==> config.mk <==
export PLATFORM = sky130hd
export DESIGN_NAME = sleep_dep_gate
export DESIGN_NICKNAME = d
export VERILOG_FILES = /design/src/rtl/sleep_dep_pkg.sv /design/src/rtl/sdg_mode_reg.sv /design/src/rtl/sdg_dep_eval.sv /design/src/rtl/sleep_dep_gate.sv
export SDC_FILE = /design/constraint.sdc
export NUM_CORES = 1
export LEC_CHECK = 0
export BUFFER_PORTS_ARGS = -buffer_cell sky130_fd_sc_hd__buf_2
export CELL_PAD_IN_SITES_DETAIL_PLACEMENT = 0
export CELL_PAD_IN_SITES_GLOBAL_PLACEMENT = 1
export CORE_AREA = 4 4 41 43
export CTS_CLUSTER_SIZE = 30
export DETAILED_ROUTE_END_ITERATION = 16
export DIE_AREA = 0 0 45 47
export PLACE_DENSITY_LB_ADDON = 0.2
export REMOVE_ABC_BUFFERS = 1
export SYNTH_ARGS = -nofsm -noshare
export SYNTH_HDL_FRONTEND = slang
export SYNTH_SLANG_ARGS = --single-unit
==> constraint.sdc <==
create_clock -name clk -period 1.3 [get_ports clk]
set_input_delay 0.065 -clock clk [delete_from_list [all_inputs] [get_ports clk]]
set_output_delay 0.065 -clock clk [all_outputs]
set_load 0.02 [all_outputs]
==> src/rtl/sleep_dep_pkg.sv <==
package sleep_dep_pkg;
  localparam int unsigned MODE_W = 2;
  typedef enum logic [MODE_W-1:0] {
    TC_OFF    = 2'b00,
    TC_SW_SLP = 2'b01,
    TC_SW_WK  = 2'b10,
    TC_HW_AUTO = 2'b11
  } tc_mode_e;
  localparam int unsigned N_DOM = 2;
  localparam int unsigned DOM_PROC = 0;
  localparam int unsigned DOM_COP  = 1;
endpackage

==> src/rtl/sdg_mode_reg.sv <==
module sdg_mode_reg
  import sleep_dep_pkg::*;
#(
  parameter tc_mode_e RST_VAL = TC_OFF
) (
  input  logic              clk,
  input  logic              rst_n,
  input  logic              we,
  input  logic [MODE_W-1:0] wdata,
  output tc_mode_e          mode
);
  always_ff @(posedge clk or negedge rst_n) begin
    if (!rst_n)  mode <= RST_VAL;
    else if (we) mode <= tc_mode_e'(wdata);
  end

  // an unwritten field holds
  p_hold_unwritten_r2: assert property (@(posedge clk) disable iff (!rst_n)
    !we |=> $stable(mode));
  // a write lands on the next edge
  p_write_lands_r2: assert property (@(posedge clk) disable iff (!rst_n)
    we |=> (mode == $past(wdata)));
endmodule

==> src/rtl/sdg_dep_eval.sv <==
module sdg_dep_eval
  import sleep_dep_pkg::*;
(
  input  tc_mode_e proc_mode,
  input  tc_mode_e cop_mode,
  input  logic     proc_standby,
  input  logic     cop_idle_ready,
  output logic     want_idle,
  output logic     only_dep_missing
);
  logic both_auto;
  always_comb begin
    both_auto        = (proc_mode == TC_HW_AUTO) && (cop_mode == TC_HW_AUTO);
    want_idle        = both_auto && cop_idle_ready && proc_standby;
    only_dep_missing = both_auto && cop_idle_ready && !proc_standby;
  end
endmodule

==> src/rtl/sleep_dep_gate.sv <==
module sleep_dep_gate
  import sleep_dep_pkg::*;
(
  input  logic              clk,
  input  logic              rst_n,
  input  logic              proc_mode_we,
  input  logic [MODE_W-1:0] proc_mode_wdata,
  input  logic              cop_mode_we,
  input  logic [MODE_W-1:0] cop_mode_wdata,
  input  logic              proc_standby,
  input  logic              cop_idle_ready,
  output logic              cop_idle_req,
  output logic              dep_blocked
);
  logic [N_DOM-1:0]             dom_we;
  logic [N_DOM-1:0][MODE_W-1:0] dom_wdata;
  tc_mode_e                     dom_mode [N_DOM];

  assign dom_we[DOM_PROC]    = proc_mode_we;
  assign dom_we[DOM_COP]     = cop_mode_we;
  assign dom_wdata[DOM_PROC] = proc_mode_wdata;
  assign dom_wdata[DOM_COP]  = cop_mode_wdata;

  // both fields come out of reset as no-automatic
  for (genvar d = 0; d < N_DOM; d++) begin : g_dom
    sdg_mode_reg #(.RST_VAL(TC_OFF)) u_mode (
      .clk   (clk),
      .rst_n (rst_n),
      .we    (dom_we[d]),
      .wdata (dom_wdata[d]),
      .mode  (dom_mode[d])
    );
  end

  logic want_idle, only_dep_missing;
  sdg_dep_eval u_eval (
    .proc_mode        (dom_mode[DOM_PROC]),
    .cop_mode         (dom_mode[DOM_COP]),
    .proc_standby     (proc_standby),
    .cop_idle_ready   (cop_idle_ready),
    .want_idle        (want_idle),
    .only_dep_missing (only_dep_missing)
  );

  always_ff @(posedge clk or negedge rst_n) begin
    if (!rst_n) begin
      cop_idle_req <= 1'b0;
      dep_blocked  <= 1'b0;
    end else begin
      cop_idle_req <= want_idle;
      dep_blocked  <= only_dep_missing;
    end
  end

  // a request needs both fields automatic one edge earlier
  p_req_needs_auto_r4: assert property (@(posedge clk) disable iff (!rst_n)
    cop_idle_req |-> ($past(dom_mode[DOM_COP]) == TC_HW_AUTO) &&
                     ($past(dom_mode[DOM_PROC]) == TC_HW_AUTO));
  // standby low removes the request on the next edge
  p_standby_drop_r6: assert property (@(posedge clk) disable iff (!rst_n)
    !proc_standby |=> !cop_idle_req);
  // not ready means no request on the next edge
  p_not_ready_r7: assert property (@(posedge clk) disable iff (!rst_n)
    !cop_idle_ready |=> !cop_idle_req);
  // blocked status only while standby was low
  p_blocked_src_r8: assert property (@(posedge clk) disable iff (!rst_n)
    dep_blocked |-> !$past(proc_standby) && $past(cop_idle_ready));
  // exclusive outputs
  p_exclusive_r9: assert property (@(posedge clk) disable iff (!rst_n)
    $onehot0({cop_idle_req, dep_blocked}));
endmodule

* After elaboration in Yosys (flattened, before gate mapping)
Cells that the tools add are included.
** Cells by class
- Equal/unequal tests :: 2
- Reduce and logical (&&, ||, !) cells :: 5
** Operators with widths (count)
- $eq 2x2->1 const B :: 2
- $logic_and 1x1->1 :: 4
- $logic_not 1->1 :: 1
** Storage, ports and cells
- Register bits after elaboration :: 6
- Logic and storage cells :: 11

* Depth between registers and ports, before layout
- Depth after elaboration :: 4
- Gate-level depth with buffers :: 2
- Depth with buffers taken out :: 2

* Modules after synthesis
Synthesis repeated with hierarchy kept, for this count alone.
** Unflattened totals
- Cell total of the unflattened synthesis :: 15
- Area, all modules :: 221.5 um^2
** Modules (own cells, without submodules)
- sdg_mode_reg :: times used 2, cells an instance 4, area an instance 72.6 um^2, seq. area each 50.0 um^2
- sleep_dep_gate :: times used 1, cells an instance 2, area an instance 50.0 um^2, seq. area each 50.0 um^2
- sdg_dep_eval :: times used 1, cells an instance 5, area an instance 26.3 um^2, seq. area each 0.0 um^2

* Worst setup path after synthesis
No wires, ideal clock.
- Path type :: reg2reg
- From :: reg, netlist name g_dom[0].u_mode.mode[0]
- To :: reg g_dom[0].u_mode.mode[0]
- Data arrival time :: 0.624 ns
- Required time :: 1.173 ns
- Slack :: 0.548 ns
- Cell stages (with the launch flop) :: 2
- Buffers on the path :: 0
- Clock period less this slack :: 0.752 ns
- Cells stage by stage :: dfrtp_1 > mux2_1
** RTL lines
- to (signal assigned) :: RTL line sdg_mode_reg.sv:14 : else if (we) mode <= tc_mode_e'(wdata);
- to (decl) :: RTL line sdg_mode_reg.sv:10 : output tc_mode_e mode

* Worst setup path after layout
- From :: reg cop_idle_req
- To :: out cop_idle_req
** RTL lines
- from (decl) :: RTL line sleep_dep_gate.sv:12 : output logic cop_idle_req,
- from (signal assigned) :: RTL line sleep_dep_gate.sv:50 : cop_idle_req <= want_idle;
No word-level cell between the ends.

==> results by stage <==
Clock tree:
- For the worst-skew pair, the clock arrives at the later sink with an insertion delay of 0.24 ns.
- Counting every sink on the clock net gives 6.
- TritonCTS built the clock tree.
- The number of clock buffers inserted by TritonCTS is 3.
- Buffers added to address setup during post-CTS repair amount to 0.
- The buffer depth of the longest clock path is 2.
- In this run the number of H-tree levels came out at 1.
- In this run the clock root is driven by a sky130_fd_sc_hd__clkbuf_4.
- The CTS clock-pin slew for the worst setup and hold paths is 0.04 ns.

Timing:
- Setup total negative slack on the finished layout was measured at 0 ns.
- The final worst-path setup slack is 0.497 ns.
- The setup clock skew after layout is 0.00155 ns.
- The final number of hold-violating endpoints is 0.
- The worst pin sits at a relative slew slack of 91.1%.
- The final-layout worst hold slack is 0.0515 ns.
- The max-slew violation count is 0.
- The smallest clock period supported by the final layout is computed as 0.803 ns.
- The worst path uses 61.7% of the clock period.
- The slew at the pin with the worst max-slew slack is 0.133 ns.
- Setup repair after global routing left no endpoint under its margin.
- Based on the critical path, the design can be clocked at up to 1250 MHz.
- The number of setup violations in the final report is 0.

Power and ir drop:
- The net switching power of the design is 0.0842 mW.
- Internal power comes to 0.332 mW.
- The design draws 0.416 mW.
- The worst-case IR drop observed on VDD is 0.387 mV.
- Net switching is 20.2% of the power.
- The power share of the clock group is 39.5%.
- Combinational logic burns 10.1% of the power.
- Summed over all cells, the static leakage comes to 0.170 nW.
- The part of the total power dissipated in sequential elements is 50.3%.
- In this run the power density over the cells is 1210 nW/um2.

Placement:
- The number of instances in the placed design is 40.
- Once placement finished, the instance area stood at 302 um2.
- Input and output buffers added on the ports amount to 11.
- The worst-case setup slack after placement is 0.513 ns.
- The final weighted congestion in routability-driven placement is 0.596.

Detailed routing:
- In the routed design, unresolved DRC markers number 0.
- After detailed routing, the number of vias per cell comes to 3.69.
- For this run, the detailed router's first-pass iteration total came to 1.
- The average detailed-routed wire length per instance is 9.42 um.
- Wires add up to 424 um.
- Once detail routing completed, the nets flagged for antenna violations numbered 0.
- For this block, the initial DRC count from the detailed router was 0.
- The routed via count is 166.

Synthesis:
- The combinational family with the most area after synthesis is multiplexers.
- The netlist area before placement is 228 um2.
- Of the total synthesized cell area, the portion taken by AND, OR, NAND and NOR gates is 14.3%.
- The number of storage elements in the synthesis netlist is 6.
- The fraction of the mapped netlist area in adder cells is 0%.
- Multiplexer cells account for 19.8% of the synthesized area.
- The Yosys step of the flow raised 0 warnings.
- Summed over all instances, the cell type with the most area after synthesis is sky130_fd_sc_hd__dfrtp_1.
- The synthesized-area fraction occupied by ao, oa, aoi and oai cells is 0%.
- The top cell type's share of synthesized area is 65.9%.
- The sequential element share of the synthesized area is 65.9%.
- The cell count after synthesis is 14.
- Counting distinct cell types in the post-synthesis netlist gives 7.
- The xor-xnor portion of the synthesized cell area is 0%.
- Each instance of the synthesized netlist takes up on average 16.3 um2.
- Sorting the synthesized cells by area gives the leading types as sky130_fd_sc_hd__dfrtp_1, sky130_fd_sc_hd__mux2_2, sky130_fd_sc_hd__nand4_2.

Critical path:
- The kind of cell adding the most delay to the critical path is flip-flops.
- The data arrival time of the critical path is 0.74 ns.
- The critical path in this run is classified as reg2out.
- The maximum cell stage delay along the critical path is 0.35 ns.
- Walking the worst path, the cells encountered are buf_2.
- STA classifies the critical path endpoint as a primary output.
- At the worst endpoint, the required time is 1.24 ns.
- Counting both buffers and inverters, the worst setup path holds a total of 1.
- In this run the worst path has a maximum fanout of 1.
- The standard cell with the maximum stage delay on the critical path is sky130_fd_sc_hd__dfrtp_1.
- The worst setup path is launched from a register.

Cells and area:
- At the end of the flow the core is filled with cells to 26.4%.
- In the layout the commonest cells are sky130_fd_sc_hd__buf_2, sky130_fd_sc_hd__dfrtp_1, sky130_fd_sc_hd__mux2_2, sky130_fd_sc_hd__clkbuf_4, sky130_fd_sc_hd__dlygate4sd3_1.
- The share of layout cells above drive strength 1 is 63.3%.
- The library cell used most frequently in the layout, excluding fill and tap cells, is sky130_fd_sc_hd__buf_2.
- In the final design database the tool counted 42 nets.
- The number of antenna diodes in the final layout is 0.
- From synthesis to final layout, the design area changed by 51.1%.
- The number of cells in the finished layout apart from fillers is 45.
- The finished cells cover 344 um2.

Global route:
- The aggregate global-route resource usage is 5.40%.
- Entering global routing, the biggest net connects 7 pins.
- The via count of the first global-routing pass came to 189.
- Summed over all layers, the global routing overflow is 0.
- The global-route wire length before repair is 772 um.
- The initial antenna violation count came to 0.

Worst hold path:
- The tightest min-delay check is of the in2reg type.

Floorplanning:
- The cell row count is 13.
- The core region is 1300 um2.
- The area of the die is 2120 um2.
- The number of top-level pins is 12.
- The die width is 45 um.
- For this configuration, the core starts out at a cell density of 17.5%.
- The height of the chip is 47 um.

Run status:
- The run finished with clean final reports.

Job:
- Max-cap violations in this run came to 0.
-- synth_stat cells, drive strengths merged --
cell	number
dfrtp	6
mux2	4
nor2	1
nand4	1
nor3b	1
nand2	1
-- cells by family after synthesis --
| kind of cell | count (synthesis) |
|---|---|
| flip-flops | 6 |
| AND/OR/NAND/NOR | 4 |
| multiplexers | 4 |
-- final timing paths --
path | end | slack, ns | cells past startpoint | from
max in group asynchronous | dep_blocked | 0.98 | 2 | rst_n
worst max register to register | g_dom[0].u_mode.mode[0] | 0.51 | 1 | g_dom[0].u_mode.mode[0]
worst min-delay path | g_dom[0].u_mode.mode[0] | 0.05 | 2 | proc_mode_wdata[0]
min in group asynchronous | g_dom[1].u_mode.mode[1] | 0.18 | 2 | rst_n
worst min register to register | g_dom[0].u_mode.mode[0] | 0.52 | 1 | g_dom[0].u_mode.mode[0]
worst max-delay path | cop_idle_req | 0.50 | 1 | cop_idle_req
-- registers in the layout, indices dropped and copies added (netlist names) --
signal / count
dep_blocked: 1
g_dom.u_mode.mode: 4
cop_idle_req: 1
-- per-layer routing --
metal	GRT usage [%]	share of wire (%)
met1	5.53	35
met2	8.19	58
met3	2.30	6.6
met4	5.26	0
met5	0	0
-- final cells by class --
type,instances,area [um2]
Fill cell,150,957
Sequential cell,6,150
Multi-Input combinational cell,8,77.6
Timing Repair Buffer,13,75.1
Clock buffer,3,22.5
Tap cell,15,18.8
-- repair_timing --
action | in CTS | in global routing
hold endpoints to repair | 7 | 0
hold buffers | 2 | 0
gates resized for setup | 0 | 0
-- power groups by stage --
stage / combinational [mW] / clock (mW) / sequential (mW)
2_1_floorplan: 0.0167 / 0 / 0.211
3_3_place_gp: 0.0376 / 0 / 0.211
3_5_place_dp: 0.0387 / 0 / 0.212
4_1_cts: 0.0436 / 0.172 / 0.210
5_1_grt: 0.0478 / 0.171 / 0.212
6_report: 0.0422 / 0.165 / 0.210
Power figures use the tool's default switching activity.
